[config.mk]
export PLATFORM = sky130hd
export DESIGN_NAME = mmu_fault_unit
export DESIGN_NICKNAME = d
export VERILOG_FILES = /design/src/rtl/mmu_pkg.sv /design/src/rtl/seg_decode.sv /design/src/rtl/fault_classify.sv /design/src/rtl/cp0_state.sv /design/src/rtl/mmu_fault_unit.sv
export SDC_FILE = /design/constraint.sdc
export NUM_CORES = 1
export LEC_CHECK = 0
export BUFFER_PORTS_ARGS = -buffer_cell sky130_fd_sc_hd__clkbuf_2
export CORE_AREA = 2 2 134 104
export DETAILED_ROUTE_END_ITERATION = 10
export DIE_AREA = 0 0 136 106
export PLACE_DENSITY = 0.74
export SYNTH_ARGS = -nofsm -noshare
export SYNTH_HDL_FRONTEND = slang
export SYNTH_SLANG_ARGS = --single-unit
[constraint.sdc]
create_clock -name clk -period 1.9 [get_ports clk]
set_input_delay 0.19 -clock clk [delete_from_list [all_inputs] [get_ports clk]]
set_output_delay 0.19 -clock clk [all_outputs]
set_load 0.1 [all_outputs]
[src/rtl/mmu_pkg.sv]
package mmu_pkg;

    localparam int unsigned VA_W = 32;

    localparam logic [VA_W-1:0] KSEG0_BASE = 32'h8000_0000;
    localparam logic [VA_W-1:0] KSEG1_BASE = 32'hA000_0000;

    typedef enum logic [1:0] {
        SEG_USER = 2'd0,
        SEG_K0   = 2'd1,
        SEG_K1   = 2'd2,
        SEG_K2   = 2'd3
    } seg_e;

    typedef enum logic [4:0] {
        EXC_NONE = 5'd0,
        EXC_MOD  = 5'd1,
        EXC_TLBL = 5'd2,
        EXC_TLBS = 5'd3,
        EXC_ADEL = 5'd4,
        EXC_ADES = 5'd5
    } exc_code_e;

    typedef struct packed {
        logic            fault;
        exc_code_e       code;
        logic            refill;
        logic            tlb_class;
        logic [VA_W-1:0] paddr;
        logic            cacheable;
    } xlat_t;

    // Region from the top three address bits.
    function automatic seg_e seg_of(input logic [VA_W-1:0] va);
        seg_e s;
        if (!va[31])            s = SEG_USER;
        else if (va[30])        s = SEG_K2;
        else if (va[29])        s = SEG_K1;
        else                    s = SEG_K0;
        return s;
    endfunction

    function automatic exc_code_e dir_code(input logic st,
                                           input exc_code_e ld_code,
                                           input exc_code_e st_code);
        return st ? st_code : ld_code;
    endfunction

endpackage

[src/rtl/seg_decode.sv]
module seg_decode
    import mmu_pkg::*;
(
    input  logic [VA_W-1:0] vaddr,
    output seg_e            seg,
    output logic            mapped,
    output logic            upper_half,
    output logic [VA_W-1:0] direct_pa,
    output logic            direct_cache
);
    always_comb begin
        seg          = seg_of(vaddr);
        upper_half   = vaddr[VA_W-1];
        mapped       = (seg == SEG_USER) || (seg == SEG_K2);
        direct_pa    = '0;
        direct_cache = 1'b0;
        unique case (seg)
            SEG_K0: begin
                direct_pa    = vaddr - KSEG0_BASE;
                direct_cache = 1'b1;
            end
            SEG_K1: begin
                direct_pa    = vaddr - KSEG1_BASE;
                direct_cache = 1'b0;
            end
            default: begin
                direct_pa    = '0;
                direct_cache = 1'b0;
            end
        endcase
    end
endmodule

[src/rtl/fault_classify.sv]
module fault_classify
    import mmu_pkg::*;
#(
    parameter int unsigned PAGE_OFF_W = 12,
    localparam int unsigned PFN_W     = VA_W - PAGE_OFF_W
) (
    input  logic             req_valid,
    input  logic             is_store,
    input  logic             user_mode,
    input  logic [VA_W-1:0]  vaddr,
    input  seg_e             seg,
    input  logic             mapped,
    input  logic             upper_half,
    input  logic [VA_W-1:0]  direct_pa,
    input  logic             direct_cache,
    input  logic             tlb_hit,
    input  logic [PFN_W-1:0] tlb_pfn,
    input  logic             tlb_valid,
    input  logic             tlb_dirty,
    input  logic             tlb_nocache,
    output xlat_t            res
);
    always_comb begin
        res.fault     = 1'b0;
        res.code      = EXC_NONE;
        res.refill    = 1'b0;
        res.tlb_class = 1'b0;
        res.paddr     = '0;
        res.cacheable = 1'b0;

        if (user_mode && upper_half) begin
            // privilege violation takes precedence over any translation
            res.fault = 1'b1;
            res.code  = dir_code(is_store, EXC_ADEL, EXC_ADES);
        end else if (!mapped) begin
            res.paddr     = direct_pa;
            res.cacheable = direct_cache;
        end else if (!tlb_hit) begin
            res.fault     = 1'b1;
            res.tlb_class = 1'b1;
            res.code      = dir_code(is_store, EXC_TLBL, EXC_TLBS);
            res.refill    = (seg == SEG_USER);
        end else if (!tlb_valid) begin
            res.fault     = 1'b1;
            res.tlb_class = 1'b1;
            res.code      = dir_code(is_store, EXC_TLBL, EXC_TLBS);
        end else if (is_store && !tlb_dirty) begin
            res.fault     = 1'b1;
            res.tlb_class = 1'b1;
            res.code      = EXC_MOD;
        end else begin
            res.paddr     = {tlb_pfn, vaddr[PAGE_OFF_W-1:0]};
            res.cacheable = !tlb_nocache;
        end

        if (!req_valid) begin
            res.fault     = 1'b0;
            res.code      = EXC_NONE;
            res.refill    = 1'b0;
            res.tlb_class = 1'b0;
            res.paddr     = '0;
            res.cacheable = 1'b0;
        end
    end
endmodule

[src/rtl/cp0_state.sv]
module cp0_state
    import mmu_pkg::*;
#(
    parameter int unsigned PAGE_OFF_W = 12,
    parameter int unsigned MODE_DEPTH = 3,
    localparam int unsigned PFN_W     = VA_W - PAGE_OFF_W,
    localparam int unsigned ST_W      = 2 * MODE_DEPTH
) (
    input  logic             clk,
    input  logic             rst,
    input  logic             take_exc,
    input  logic             tlb_class,
    input  exc_code_e        code,
    input  logic [VA_W-1:0]  pc,
    input  logic [VA_W-1:0]  vaddr,
    input  logic             rfe,
    input  logic             status_wr,
    input  logic [ST_W-1:0]  status_wdata,
    output logic [VA_W-1:0]  epc,
    output logic [VA_W-1:0]  badvaddr,
    output logic [4:0]       exc_code,
    output logic [PFN_W-1:0] entryhi_vpn,
    output logic [ST_W-1:0]  status
);
    localparam logic [1:0]      KERNEL_MASKED = 2'b10;
    localparam logic [ST_W-1:0] STATUS_RST    = {{(ST_W-2){1'b0}}, KERNEL_MASKED};

    logic [ST_W-1:0] pushed;
    logic [ST_W-1:0] popped;

    for (genvar k = 0; k < MODE_DEPTH; k++) begin : g_pair
        if (k == 0) begin : g_bottom
            assign pushed[1:0] = KERNEL_MASKED;
        end else begin : g_shift_up
            assign pushed[2*k+1:2*k] = status[2*k-1:2*k-2];
        end
        if (k == MODE_DEPTH - 1) begin : g_top
            assign popped[2*k+1:2*k] = status[2*k+1:2*k];
        end else begin : g_shift_down
            assign popped[2*k+1:2*k] = status[2*k+3:2*k+2];
        end
    end

    always_ff @(posedge clk) begin
        if (rst) begin
            epc         <= '0;
            badvaddr    <= '0;
            exc_code    <= '0;
            entryhi_vpn <= '0;
            status      <= STATUS_RST;
        end else if (take_exc) begin
            epc      <= pc;
            badvaddr <= vaddr;
            exc_code <= code;
            status   <= pushed;
            if (tlb_class) begin
                entryhi_vpn <= vaddr[VA_W-1:PAGE_OFF_W];
            end
        end else if (rfe) begin
            status <= popped;
        end else if (status_wr) begin
            status <= status_wdata;
        end
    end
endmodule

[src/rtl/mmu_fault_unit.sv]
module mmu_fault_unit
    import mmu_pkg::*;
#(
    parameter int unsigned     PAGE_OFF_W  = 12,
    parameter int unsigned     MODE_DEPTH  = 3,
    parameter logic [31:0]     REFILL_VEC  = 32'h8000_0000,
    parameter logic [31:0]     GENERAL_VEC = 32'h8000_0080,
    localparam int unsigned    PFN_W       = VA_W - PAGE_OFF_W,
    localparam int unsigned    ST_W        = 2 * MODE_DEPTH
) (
    input  logic             clk,
    input  logic             rst,
    input  logic             req_valid,
    input  logic [VA_W-1:0]  vaddr,
    input  logic             is_store,
    input  logic [VA_W-1:0]  pc,
    input  logic             tlb_hit,
    input  logic [PFN_W-1:0] tlb_pfn,
    input  logic             tlb_valid,
    input  logic             tlb_dirty,
    input  logic             tlb_nocache,
    input  logic             rfe,
    input  logic             status_wr,
    input  logic [ST_W-1:0]  status_wdata,
    output logic [VA_W-1:0]  paddr,
    output logic             cacheable,
    output logic             xlat_ok,
    output logic             exc_strobe,
    output logic [VA_W-1:0]  next_pc,
    output logic [VA_W-1:0]  epc,
    output logic [VA_W-1:0]  badvaddr,
    output logic [4:0]       exc_code,
    output logic [PFN_W-1:0] entryhi_vpn,
    output logic [ST_W-1:0]  status
);
    seg_e            seg;
    logic            mapped;
    logic            upper_half;
    logic [VA_W-1:0] direct_pa;
    logic            direct_cache;
    xlat_t           res;
    logic            user_mode;

    assign user_mode = !status[1];

    seg_decode u_seg (
        .vaddr       (vaddr),
        .seg         (seg),
        .mapped      (mapped),
        .upper_half  (upper_half),
        .direct_pa   (direct_pa),
        .direct_cache(direct_cache)
    );

    fault_classify #(.PAGE_OFF_W(PAGE_OFF_W)) u_cls (
        .req_valid   (req_valid),
        .is_store    (is_store),
        .user_mode   (user_mode),
        .vaddr       (vaddr),
        .seg         (seg),
        .mapped      (mapped),
        .upper_half  (upper_half),
        .direct_pa   (direct_pa),
        .direct_cache(direct_cache),
        .tlb_hit     (tlb_hit),
        .tlb_pfn     (tlb_pfn),
        .tlb_valid   (tlb_valid),
        .tlb_dirty   (tlb_dirty),
        .tlb_nocache (tlb_nocache),
        .res         (res)
    );

    cp0_state #(.PAGE_OFF_W(PAGE_OFF_W), .MODE_DEPTH(MODE_DEPTH)) u_cp0 (
        .clk         (clk),
        .rst         (rst),
        .take_exc    (res.fault),
        .tlb_class   (res.tlb_class),
        .code        (res.code),
        .pc          (pc),
        .vaddr       (vaddr),
        .rfe         (rfe),
        .status_wr   (status_wr),
        .status_wdata(status_wdata),
        .epc         (epc),
        .badvaddr    (badvaddr),
        .exc_code    (exc_code),
        .entryhi_vpn (entryhi_vpn),
        .status      (status)
    );

    always_comb begin
        paddr      = res.paddr;
        cacheable  = res.cacheable;
        exc_strobe = res.fault;
        xlat_ok    = req_valid && !res.fault;
        if (res.fault) begin
            next_pc = res.refill ? REFILL_VEC : GENERAL_VEC;
        end else begin
            next_pc = pc + 32'd4;
        end
    end
endmodule

==> impl_metrics.csv <==
group,metric,value,unit
logic_synthesis,synth_top_area_share,36.2,%
logic_synthesis,synth_cell_types,50,
flow_run,drv_cap,0,
cells_and_area,area_delta_synth_final,77.6,%
routing,drtAntennaViolNets,0,
global_route,antenna_found_initial,0,
logic_synthesis,synth_edf_count,0,
floorplan,core_region_area,0.0132,mm2
global_route,grt_pass1_wl,30200,um
sta,tns,-2.83,ns
cells_and_area,instances_no_fill,1141,
clock_tree,cts_tree,"built",
critical_path,critPathKind,"in2out",
cells_and_area,diodes,0,
critical_path,cp_top_family,"simple AND/OR/NAND/NOR gates",
sta,setup_viol,15,
logic_synthesis,syn_area,0.00514,mm2
cells_and_area,utilization,69.0,%
sta,fin_crit_sh,115,%
clock_tree,clockRootBuffer,"clkbuf_16",
critical_path,critical_path_buf_inv_count,3,
routing,drt_pass1_iterations,5,
clock_tree,clk_latency,0.34,ns
power,p_per_area,795,mW/mm2
cells_and_area,register_area,0.00187,mm2
global_route,grt_usage,26.1,%
clock_tree,cts_sinks,93,
logic_synthesis,yosys_warnings,0,
clock_tree,cts-buffers-inserted,9,
floorplan,die_w,136,um
global_route,overflow,0,
hold_path,min_to,"u_cp0.badvaddr[5]",
logic_synthesis,yosys-top-cells-area,"dfxtp_1 36%, a21oi_1 10%, nand3_1 7.8%",
sta,setup_slack,-0.277,ns
placed_design,place_congestion,0.866,
logic_synthesis,synth.most_common_cell,"a21oi_1",
logic_synthesis,ys_seq_area_share,36.2,%
clock_tree,holdBufCountCts,0,
critical_path,rr_worst_depth,5,
routing,wirelength,20300,um
placed_design,place_hpwl,13900,um
sta,rsz0062_at_grt,"true",
global_route,grt_pass1_vias,5874,
routing,post_drt_wl_per_cell,17.8,um
critical_path,cp_data_arrival_time,1.99,ns
hold_path,min_from,"vaddr[5]",
sta,fin_crit,2.18,ns
cells_and_area,nFillCells,1028,
floorplan,dieArea,0.0144,mm2
logic_synthesis,synth_flop_cell,"dfxtp_1",
sta,finalHoldViolCount,0,
routing,via_count,6268,
critical_path,slowest_stage,"or4b_4",
floorplan,ios,262,
hold_path,whs_path_depth,3,
sta,hold_slack,0.0987,ns
power,power.leakage,3.89,nW
critical_path,r2r_setup_slack,0.23,ns
critical_path,reg2reg_to,"u_cp0.epc[7]",
clock_tree,htree_num_levels,3,
logic_synthesis,synth_commonest_cells,"103 x a21oi_1, 93 x dfxtp_1, 80 x nand3_1",
sta,relSlewSlack,58.2,%
logic_synthesis,ys_seq_elements,93,
logic_synthesis,async_reset_ff_share,0,%
critical_path,crit_required,1.71,ns
clock_tree,clk_pin_slew,0.07,ns
critical_path,cp-end-kind,"primary output",
cells_and_area,fin_area,0.00913,mm2
critical_path,critPathLaunchType,"input pin",
floorplan,rows,37,
global_route,grt_max_degree,68,
routing,avgViaCountPerCell,5.49,
status,outcome,"finished, violations left",
routing,drt-initial-drc-count,345,
status,violations,"setup timing",
clock_tree,clockBufferDepth,2,
sta,fmax,459,MHz
logic_synthesis,synth.avg_cell_area,7.53,um2
sta,maxSlewViolCount,0,
placed_design,place_inst,1106,
floorplan,start_util,38.8,%
logic_synthesis,syn_inst,683,
sta,skew,0.00579,ns
critical_path,slowest_delay,0.51,ns
critical_path,r2r-start,"u_cp0.status[1]",
routing,drc,0,
placed_design,place_area,0.00822,mm2
power,power,7.26,mW
floorplan,die_height,106,um
cells_and_area,drive_above_1_share,48.3,%
placed_design,portBuffers,259,
logic_synthesis,yosysTopAreaCell,"dfxtp_1",
cells_and_area,multi_input_area,0.00346,mm2
critical_path,path_cells,"clkbuf_16 > and4_4 > buf_4 > or4b_4 > or4_4 > a21oi_4 > buf_12",
sta,tightest_slew,0.627,ns
cells_and_area,fin_nets,1064,
placed_design,dp_slack,-0.362,ns
critical_path,critical_path.max_fanout,5,
hold_path,hold_path_class,"in2reg",
power,irDropWorstVdd,558,uV
[report_power, final]
group / internal, mW / total (mW) / switching [mW]
registers: 2.08 / 2.15 / 0.0715
clock network: 1.06 / 1.82 / 0.763
logic: 0.918 / 3.29 / 2.37
[registers in the layout, summed over array words and instances (netlist names)]
signal and cells:
u_cp0.entryhi_vpn 20, u_cp0.exc_code 3, u_cp0.badvaddr 32, u_cp0.status 6, u_cp0.epc 32
[worst max path at each step]
stage,start,endpoint,slack (ns),cells after the start
6_report,pc[2],next_pc[29],-0.28,7
5_1_grt,pc[2],next_pc[29],-0.29,7
4_1_cts,pc[2],next_pc[19],-0.31,6
3_5_place_dp,pc[2],next_pc[19],-0.36,6
3_3_place_gp,pc[2],next_pc[25],-0.34,6
2_1_floorplan,pc[5],next_pc[29],-0.35,5
[routing by layer]
| layer | global-route usage [%] | vias to the layer above | wire length (um) |
|---|---|---|---|
| li1 | - | 2950 | - |
| met1 | 32.3 | 2998 | 8420 |
| met2 | 44.1 | 289 | 9820 |
| met3 | 7.53 | 31 | 1680 |
| met4 | 7.07 | 0 | 378 |
| met5 | 0 | - | 0 |
[area by class of cell]
cell class / instances / area share (%)
multi-input combinational: 489 / 37.9
timing repair buffer: 357 / 35.5
sequential: 93 / 20.4
clock buffer: 11 / 2.66
tap: 175 / 2.40
clock inverter: 5 / 0.630
inverter: 11 / 0.480
[worst reg2reg max path, delay by kind of cell (launching register included)]
family / cells / cell delay, ns
buf+inv: 1 / 0.53
compound gates: 2 / 0.39
flops: 1 / 0.37
simple gates: 2 / 0.31
[repair_timing]
action / CTS / global route
endpoints found under the setup margin: 47 / 59
buffers inserted: 8 / 7
pin swaps: 11 / 16
resized for setup: 41 / 57
gates cloned: 1 / 3
[layout by cell type, fill, tap and decap left out, types with 7 or more instances in the layout]
cell	count
a21oi_4	31
inv_1	9
clkbuf_2	182
buf_6	9
buf_12	74
a21oi_1	73
nor2_4	15
nand3_1	77
mux2i_1	24
nand2_1	48
xnor2_1	7
nor2_1	29
o21ai_0	73
clkbuf_16	11
dfxtp_1	92
buf_4	87
and2_1	13
o31ai_1	8
or4_4	12
[kinds of logic (layout without fill, tap and decap cells)]
| kind of cell | Yosys count | after routing | share of synthesized area (%) |
|---|---|---|---|
| DFF | 93 | 93 | 36.2 |
| other | 1 | 2 | 0.0729 |
| buffers and inverters | 103 | 384 | 10.4 |
| adders and majority gates | 3 | 3 | 0.730 |
| AOI/OAI and AO/OA | 202 | 202 | 21.2 |
| muxes | 25 | 25 | 4.89 |
| and+or+nand+nor | 243 | 244 | 24.3 |
| xor gates and xnor gates | 13 | 13 | 2.21 |
Power figures use the tool's default switching activity.
